`src/rtl/sup_ctl_pkg.sv`:
```
package sup_ctl_pkg;
  localparam int BYTE_W = 8;

  localparam logic [BYTE_W-1:0] CODE_WEL_SET  = 8'h02;
  localparam logic [BYTE_W-1:0] CODE_WEL_CLR  = 8'h00;
  localparam logic [BYTE_W-1:0] CODE_RWEL_SET = 8'h06;
  // The fixed-zero bits and the two latch bits of a commit or hold byte.
  localparam logic [BYTE_W-1:0] FINAL_MASK    = 8'b1001_1110;
  localparam logic [BYTE_W-1:0] FINAL_COMMIT  = 8'b0000_0010;
  localparam logic [BYTE_W-1:0] FINAL_HOLD    = 8'b0000_0110;

  typedef struct packed {
    logic       wel;
    logic       rwel;
    logic [1:0] wd;
  } ctl_state_t;

  function automatic logic [BYTE_W-1:0] pack_reg(input ctl_state_t s);
    return {1'b0, s.wd[1], s.wd[0], 1'b0, 1'b0, s.rwel, s.wel, 1'b0};
  endfunction
endpackage

```
`src/rtl/sup_byte_track.sv`:
```
module sup_byte_track
  import sup_ctl_pkg::*;
(
  input  logic              clk,
  input  logic              rst,
  input  logic              start_i,
  input  logic              stop_i,
  input  logic              byte_vld_i,
  input  logic [BYTE_W-1:0] byte_i,
  input  logic              busy_i,
  input  logic              wel_i,
  output logic              ack_vld_o,
  output logic              ack_o,
  output logic              apply_o,
  output logic [BYTE_W-1:0] pend_byte_o
);
  logic seen_q;
  logic pend_q;
  logic accept;

  assign accept  = !busy_i && (wel_i || byte_i == CODE_WEL_SET);
  assign apply_o = stop_i && pend_q;

  always_ff @(posedge clk) begin
    if (rst) begin
      seen_q      <= 1'b0;
      pend_q      <= 1'b0;
      pend_byte_o <= '0;
      ack_vld_o   <= 1'b0;
      ack_o       <= 1'b0;
    end else begin
      ack_vld_o <= 1'b0;
      if (start_i || stop_i) begin
        seen_q <= 1'b0;
        pend_q <= 1'b0;
      end else if (byte_vld_i) begin
        ack_vld_o <= 1'b1;
        if (seen_q) begin
          ack_o  <= 1'b0;
          pend_q <= 1'b0;
        end else begin
          seen_q      <= 1'b1;
          ack_o       <= accept;
          pend_q      <= accept;
          pend_byte_o <= byte_i;
        end
      end
    end
  end

  p_busy_nack_r11: assert property (@(posedge clk) disable iff (rst)
    (byte_vld_i && busy_i && !start_i && !stop_i) |=> (ack_vld_o && !ack_o));
  p_second_nack_r7: assert property (@(posedge clk) disable iff (rst)
    (byte_vld_i && seen_q && !start_i && !stop_i) |=> !ack_o);
  p_ack_timing_r12: assert property (@(posedge clk) disable iff (rst)
    (byte_vld_i && !start_i && !stop_i) |=> ack_vld_o);
endmodule

```
`src/rtl/sup_latch_ctrl.sv`:
```
module sup_latch_ctrl
  import sup_ctl_pkg::*;
#(
  parameter logic [1:0] WD_DEFAULT = 2'b11
) (
  input  logic              clk,
  input  logic              rst,
  input  logic              apply_i,
  input  logic [BYTE_W-1:0] byte_i,
  input  logic              prot_i,
  output ctl_state_t        state_o,
  output logic              load_o
);
  logic is_commit;
  logic is_hold;

  assign is_commit = state_o.rwel && ((byte_i & FINAL_MASK) == FINAL_COMMIT);
  assign is_hold   = state_o.rwel && ((byte_i & FINAL_MASK) == FINAL_HOLD);
  assign load_o    = apply_i && is_commit;

  always_ff @(posedge clk) begin
    if (rst) begin
      state_o.wel  <= 1'b0;
      state_o.rwel <= 1'b0;
      state_o.wd   <= WD_DEFAULT;
    end else begin
      if (apply_i) begin
        if (is_commit) begin
          state_o.wd   <= byte_i[6:5];
          state_o.rwel <= 1'b0;
        end else if (is_hold) begin
          state_o.rwel <= 1'b1;
        end else if (byte_i == CODE_WEL_SET) begin
          state_o.wel <= 1'b1;
        end else if (byte_i == CODE_WEL_CLR) begin
          state_o.wel <= 1'b0;
        end else if (byte_i == CODE_RWEL_SET && state_o.wel) begin
          state_o.rwel <= 1'b1;
        end
      end
      if (prot_i) state_o.rwel <= 1'b0;
    end
  end

  p_rwel_needs_wel_r4: assert property (@(posedge clk) disable iff (rst)
    $rose(state_o.rwel) |-> $past(state_o.wel));
  p_wd_change_disarms_r5: assert property (@(posedge clk) disable iff (rst)
    !$stable(state_o.wd) |-> !state_o.rwel);
  p_prot_clears_r10: assert property (@(posedge clk) disable iff (rst)
    prot_i |=> !state_o.rwel);
endmodule

```
`src/rtl/sup_commit_timer.sv`:
```
module sup_commit_timer #(
  parameter int COMMIT_CYCLES = 1000000
) (
  input  logic clk,
  input  logic rst,
  input  logic load_i,
  output logic busy_o
);
  localparam int CNT_W = $clog2(COMMIT_CYCLES + 1);
  localparam logic [CNT_W-1:0] CNT_LOAD = CNT_W'(COMMIT_CYCLES);

  logic [CNT_W-1:0] cnt_q;

  always_ff @(posedge clk) begin
    if (rst)               cnt_q <= '0;
    else if (load_i)       cnt_q <= CNT_LOAD;
    else if (cnt_q != '0)  cnt_q <= cnt_q - 1'b1;
  end

  assign busy_o = (cnt_q != '0);

  p_busy_from_load_r5: assert property (@(posedge clk) disable iff (rst)
    $rose(busy_o) |-> $past(load_i));
endmodule

```
`src/rtl/sup_ctlreg.sv`:
```
module sup_ctlreg
  import sup_ctl_pkg::*;
#(
  parameter int         COMMIT_CYCLES = 1000000,
  parameter logic [1:0] WD_DEFAULT    = 2'b11
) (
  input  logic        clk,
  input  logic        rst,
  input  logic        bus_start,
  input  logic        bus_stop,
  input  logic        rx_valid,
  input  logic [7:0]  rx_byte,
  input  logic        rd_req,
  input  logic        prot_attempt,
  output logic        ack_valid,
  output logic        ack,
  output logic        rd_valid,
  output logic [7:0]  rd_byte,
  output logic        busy,
  output logic [1:0]  wd_sel
);
  ctl_state_t        st;
  logic              apply;
  logic              load;
  logic [BYTE_W-1:0] pend_byte;

  sup_byte_track u_track (
    .clk(clk), .rst(rst), .start_i(bus_start), .stop_i(bus_stop),
    .byte_vld_i(rx_valid), .byte_i(rx_byte), .busy_i(busy), .wel_i(st.wel),
    .ack_vld_o(ack_valid), .ack_o(ack), .apply_o(apply), .pend_byte_o(pend_byte)
  );

  sup_latch_ctrl #(.WD_DEFAULT(WD_DEFAULT)) u_latch (
    .clk(clk), .rst(rst), .apply_i(apply), .byte_i(pend_byte),
    .prot_i(prot_attempt), .state_o(st), .load_o(load)
  );

  sup_commit_timer #(.COMMIT_CYCLES(COMMIT_CYCLES)) u_timer (
    .clk(clk), .rst(rst), .load_i(load), .busy_o(busy)
  );

  always_ff @(posedge clk) begin
    if (rst) begin
      rd_valid <= 1'b0;
      rd_byte  <= '0;
    end else begin
      rd_valid <= rd_req;
      if (rd_req) rd_byte <= pack_reg(st);
    end
  end

  assign wd_sel = st.wd;

  p_read_follows_req_r9: assert property (@(posedge clk) disable iff (rst)
    rd_valid |-> $past(rd_req));
  p_read_keeps_latches_r9: assert property (@(posedge clk) disable iff (rst)
    (rd_req && !apply && !prot_attempt) |=> ($stable(st.wel) && $stable(st.rwel)));
endmodule

```
`config.mk`:
```
export PLATFORM = sky130hd
export DESIGN_NAME = sup_ctlreg
export DESIGN_NICKNAME = d
export VERILOG_FILES = /design/src/rtl/sup_ctl_pkg.sv /design/src/rtl/sup_byte_track.sv /design/src/rtl/sup_latch_ctrl.sv /design/src/rtl/sup_commit_timer.sv /design/src/rtl/sup_ctlreg.sv
export SDC_FILE = /design/constraint.sdc
export NUM_CORES = 1
export LEC_CHECK = 0
export BUFFER_PORTS_ARGS = -buffer_cell sky130_fd_sc_hd__buf_4
export CAP_MARGIN = 10
export CORE_UTILIZATION = 24
export CTS_CLUSTER_SIZE = 24
export DETAILED_ROUTE_END_ITERATION = 8
export GPL_ROUTABILITY_DRIVEN = 0
export HOLD_SLACK_MARGIN = 0.1
export PLACE_DENSITY = 0.49
export SLEW_MARGIN = 15
export SYNTH_ARGS = -nofsm -noshare
export SYNTH_HDL_FRONTEND = slang
export SYNTH_HIERARCHICAL = 1
export SYNTH_SLANG_ARGS = --single-unit
```
`constraint.sdc`:
```
create_clock -name clk -period 4.5 [get_ports clk]
set_clock_uncertainty 0.05 [all_clocks]
set_input_delay 0.9 -clock clk [delete_from_list [all_inputs] [get_ports clk]]
set_output_delay 0.9 -clock clk [all_outputs]
set_load 0.02 [all_outputs]
```
======== After elaboration in Yosys (flattened, before gate mapping) ========
Cells that the tools add are included.
storage, ports and cells
  word-level logic and storage cells ...... 57
  bits in registers ....................... 41
  output and inout bits ................... 14
  input bits .............................. 15
cells by class
  reductions and logical operators ........ 22
  bitwise logic cells ..................... 4
  muxes and demuxes ....................... 11
  equal/unequal tests ..................... 7
  add/subtract/negate cells ............... 1
operator list
  operator                 number
  $mux W20                 2
  $reduce_bool A20 Y1      1
  $sub A20 B1 Y20 const B  1
  $eq A8 B2 Y1 const B     2
  $mux W1                  9
  $eq A8 B3 Y1 const B     1
  $logic_not A8 Y1         1
  $reduce_and A4 Y1        2
  $logic_and A1 B1 Y1      6
  $ne A3 B1 Y1 const B     2
  $reduce_or A2 Y1         3
  $eq A5 B1 Y1 const B     1
  $eq A5 B2 Y1 const B     1
  $not A1 Y1               4
  $reduce_and A2 Y1        2
  $reduce_bool A2 Y1       2
  $reduce_and A3 Y1        1
  $reduce_bool A3 Y1       1
  $logic_or A1 B1 Y1       2
  $logic_not A1 Y1         1

======== Depth between registers and ports, before layout ========
  word-level depth ........................ 7
  depth in mapped cells ................... 8
  gate-level depth less buffers ........... 8

======== Modules after synthesis ========
Netlist, hierarchy kept.
by module, submodules not included
  module            instances  cells each  area an instance (um^2)
  sup_commit_timer  1          134         1088.5
  sup_byte_track    1          57          493.0
  sup_latch_ctrl    1          25          229.0
  sup_ctlreg        1          20          206.4

======== Worst setup path after synthesis ========
No wires, ideal clock.
  path kind ............................... register to output
  start ................................... reg u_timer.cnt_q[7]
  end ..................................... out busy
  cell stages (with the launch flop) ...... 5
  data arrival time ....................... 1.834 ns
  path buffers ............................ 1
  path slack .............................. 1.716 ns
  data required time ...................... 3.550 ns
  cell sequence ........................... dfxtp_1 or4_1 clkbuf_2 nor4_1 nand3_1
on the way
  longest elaborated chain between the ends .. 1
ends and longest elaborated chain
  what                      line                    source
  start: declaration        sup_commit_timer.sv:12  logic [CNT_W-1:0] cnt_q;
  start signal: assignment  sup_commit_timer.sv:17  else if (cnt_q != '0) cnt_q <= cnt_q - 1'b1;
  $reduce_bool A20 Y1       sup_commit_timer.sv:20  assign busy_o = (cnt_q != '0);
  end: declaration          sup_ctlreg.sv:19        output logic busy,
Every way passes these cells.

======== Worst setup path in the final report ========
Same ends and word-level chain as after synthesis.

==> impl_metrics.ini <==
[cts]
htreeDepth = 2
cts_tree = done
numCtsBuffers = 5
clock_sinks = 41
clkTransAtPathRegs_ns = 0.08
hold_buffers = 0
clockRootBuffer = clkbuf_8
cts_resized = 0
post_cts_buffers = 0
cts_max_path_buffers = 2
insertion_delay_ns = 0.29

[hold_path]
holdCritPathClass = flop to flop
worstHoldEndpoint = u_timer/cnt_q[10]$_SDFFE_PP0P_
hold_depth = 2
min_from = u_timer/cnt_q[10]$_SDFFE_PP0P_

[yosys]
syn_inst = 236
ys_async_sr_fraction_pct = 0
yosysTopAreaCell = dfxtp_1
seq_area_frac_synth_pct = 40.7
synth-edff-count = 0
yosysMostFrequentCell = dfxtp_1
ys_ff_latch = 41
synth_cell_types = 49
avgSynthCellArea_um2 = 8.55
yosys-top-cells-count = dfxtp_1 (41), nand2_1 (27), a21oi_1 (17)
syn_area_um2 = 2020
yosys_warnings = 6
synth_area_leaders = dfxtp_1 (41%), nand2_1 (5.0%), a21oi_1 (4.2%), mux2i_1 (4.0%), a31oi_1 (3.1%)
synthFlopType = dfxtp_1
synth_top_area_share_pct = 40.7

[timing]
rsz0062_at_grt = no
setup_violations = 0
min_period_over_period_pct = 77.4
layout_setup_ws_ns = 1.02
hold_viol = 0
finalCriticalPeriod_ns = 3.48
slew_headroom_pct = 49.7
tightest_slew_ns = 0.747
drv_slew = 0
max_freq_mhz = 287
setup_tns_ns = 0

[power_and_ir_drop]
power.density_nw_per_um2 = 615
peakVddDrop_mv = 0.184
p_leak_nw = 0.852

[routing]
drt-vias-per-instance = 4.99
drt-pass1-iter-count = 5
routed_wl_um = 4590
antenna_left = 0
via_count = 1803
drc = 0
routedWlPerCell_um = 12.7
drt_iter0_drc = 83

[cells_and_area]
multi_input_area_um2 = 1090
nets = 272
fill_cells = 908
seqCellArea_um2 = 821
drive_gt1_share_pct = 17.6
diodes = 0
synthToLayoutAreaGrowth_pct = 17.3

[flow_run]
cap_viol_max_count = 0

[global_route]
grt_pass1_vias = 1708
grt_overflow_total = 0
grt_first_pass_wirelength_um = 8070
grt_usage_pct = 11.6
antenna_found_initial = 0
grt_max_degree = 33

[place]
pre_cts_slack_ns = 1.33
portBuffers = 24
dpl.hpwl_um = 3290

[floorplan]
core_um2 = 8180
start_util_pct = 24.7
num_rows = 33
dieArea_um2 = 8770
pin_count = 29
die_y_um = 93.7
die_x_um = 93.7

[setup_path]
arrival_ns = 2.53
worstPathMaxFanout = 8
rr_worst_depth = 6
start_kind = flop
worstPathRequired_ns = 3.55
rrSetupSlack_ns = 1.91
crit_path_end_kind = primary output
timing.rr.end = u_track/pend_q$_SDFFE_PP0P_
crit_type = flop to primary output
reg2reg_from = u_timer/cnt_q[7]$_SDFFE_PP0P_

[status]
outcome = complete, no violations
==> critical path, cell delays in order (launching register included) <==
cell     delay, ns
dfxtp_1       0.34
or4_1         0.65
nor4_1        0.71
nand3_1       0.29
buf_4         0.25
==> how the worst max path moves through the flow <==
stage,startpoint,slack (ns),cells past startpoint,to
after floorplan,u_timer/cnt_q[7]$_SDFFE_PP0P_,1.72,4,busy
after global placement,u_timer/cnt_q[7]$_SDFFE_PP0P_,1.36,4,busy
after detailed placement,u_timer/cnt_q[7]$_SDFFE_PP0P_,1.33,4,busy
after CTS,u_timer/cnt_q[7]$_SDFFE_PP0P_,0.98,4,busy
after global routing,u_timer/cnt_q[7]$_SDFFE_PP0P_,0.75,4,busy
final,u_timer/cnt_q[7]$_SDFFE_PP0P_,1.02,4,busy
==> sequential cells by signal, indices dropped and copies added, names as in the netlist <==
register and count:
u_timer/cnt_q 20, u_track/seen_q 1, u_track/pend_byte_o 8, u_track/ack_o 1, u_track/pend_q 1, rd_valid 1, u_latch/state_o 4, u_track/ack_vld_o 1
rd_byte 4
==> area by class of cell <==
| type | count | area share [%] |
|---|---|---|
| Sequential cell | 41 | 34.7 |
| Inverter | 10 | 1.59 |
| Tap cell | 105 | 5.55 |
| Clock buffer | 5 | 2.91 |
| Clock inverter | 2 | 1.48 |
| Timing Repair Buffer | 24 | 7.62 |
| Multi-Input combinational cell | 174 | 46.2 |
==> metal layers <==
layer  share of wire (%)  GRT usage, %  vias up
met3                 3.4          2.18        6
met5                   0             0        -
li1                    -             -      911
met2                  48          19.5       37
met1                  47          14.7      849
met4                 1.6          4.23        0
==> report_power, final <==
group / total [W] / switching (W) / internal [W] / leakage, nW
registers: 0.000501 / 0.0000694 / 0.000432 / 0.335
logic: 0.000666 / 0.000400 / 0.000266 / 0.463
clock network: 0.000287 / 0.000126 / 0.000161 / 0.0540
==> through the flow <==
| step | hold WS (ns) | std cells | utilization, % | area (um2) | power (W) |
|---|---|---|---|---|---|
| after floorplan | 0.389 | 239 | - | 2030 | 0.00103 |
| after global placement | 0.403 | 354 | 27.7 | 2260 | 0.00117 |
| after detailed placement | 0.411 | 354 | 27.7 | 2260 | 0.00118 |
| after CTS | 0.427 | 361 | 28.9 | 2370 | 0.00148 |
| after global routing | 0.451 | 361 | 28.9 | 2370 | 0.00159 |
| final | 0.426 | 361 | 28.9 | 2370 | 0.00145 |
==> cell usage in the layout (no fill, tap or decap), drive strengths merged, types with 4 or more instances in the layout <==
cell type  synthesis  final
dfxtp             41     41
nand3              6      6
nor2              13     13
o31ai              4      4
nand2             27     27
a31oi             10     10
or2                4      4
nor4               7      7
inv               10     10
or3               10     10
or4                8      8
o21ai              9      9
or4b               4      4
nor4b              5      5
nor3               9      9
clkbuf             7      5
conb               1      4
mux2i              8      8
a21oi             17     17
buf                7     24
==> cells by family (layout without fill, tap and decap cells) <==
kind of cell               count (synthesis)  count (layout)  share of synthesized area, %
and+or+nand+nor                          104             104                          30.6
AOI/OAI and AO/OA                         57              57                          18.2
DFF                                       41              41                          40.7
buffers and inverters                     24              41                          5.71
muxes                                      8               8                          3.97
adders and majority gates                  1               1                         0.620
other                                      1               4                         0.186
(Power assumes the default switching activity.)
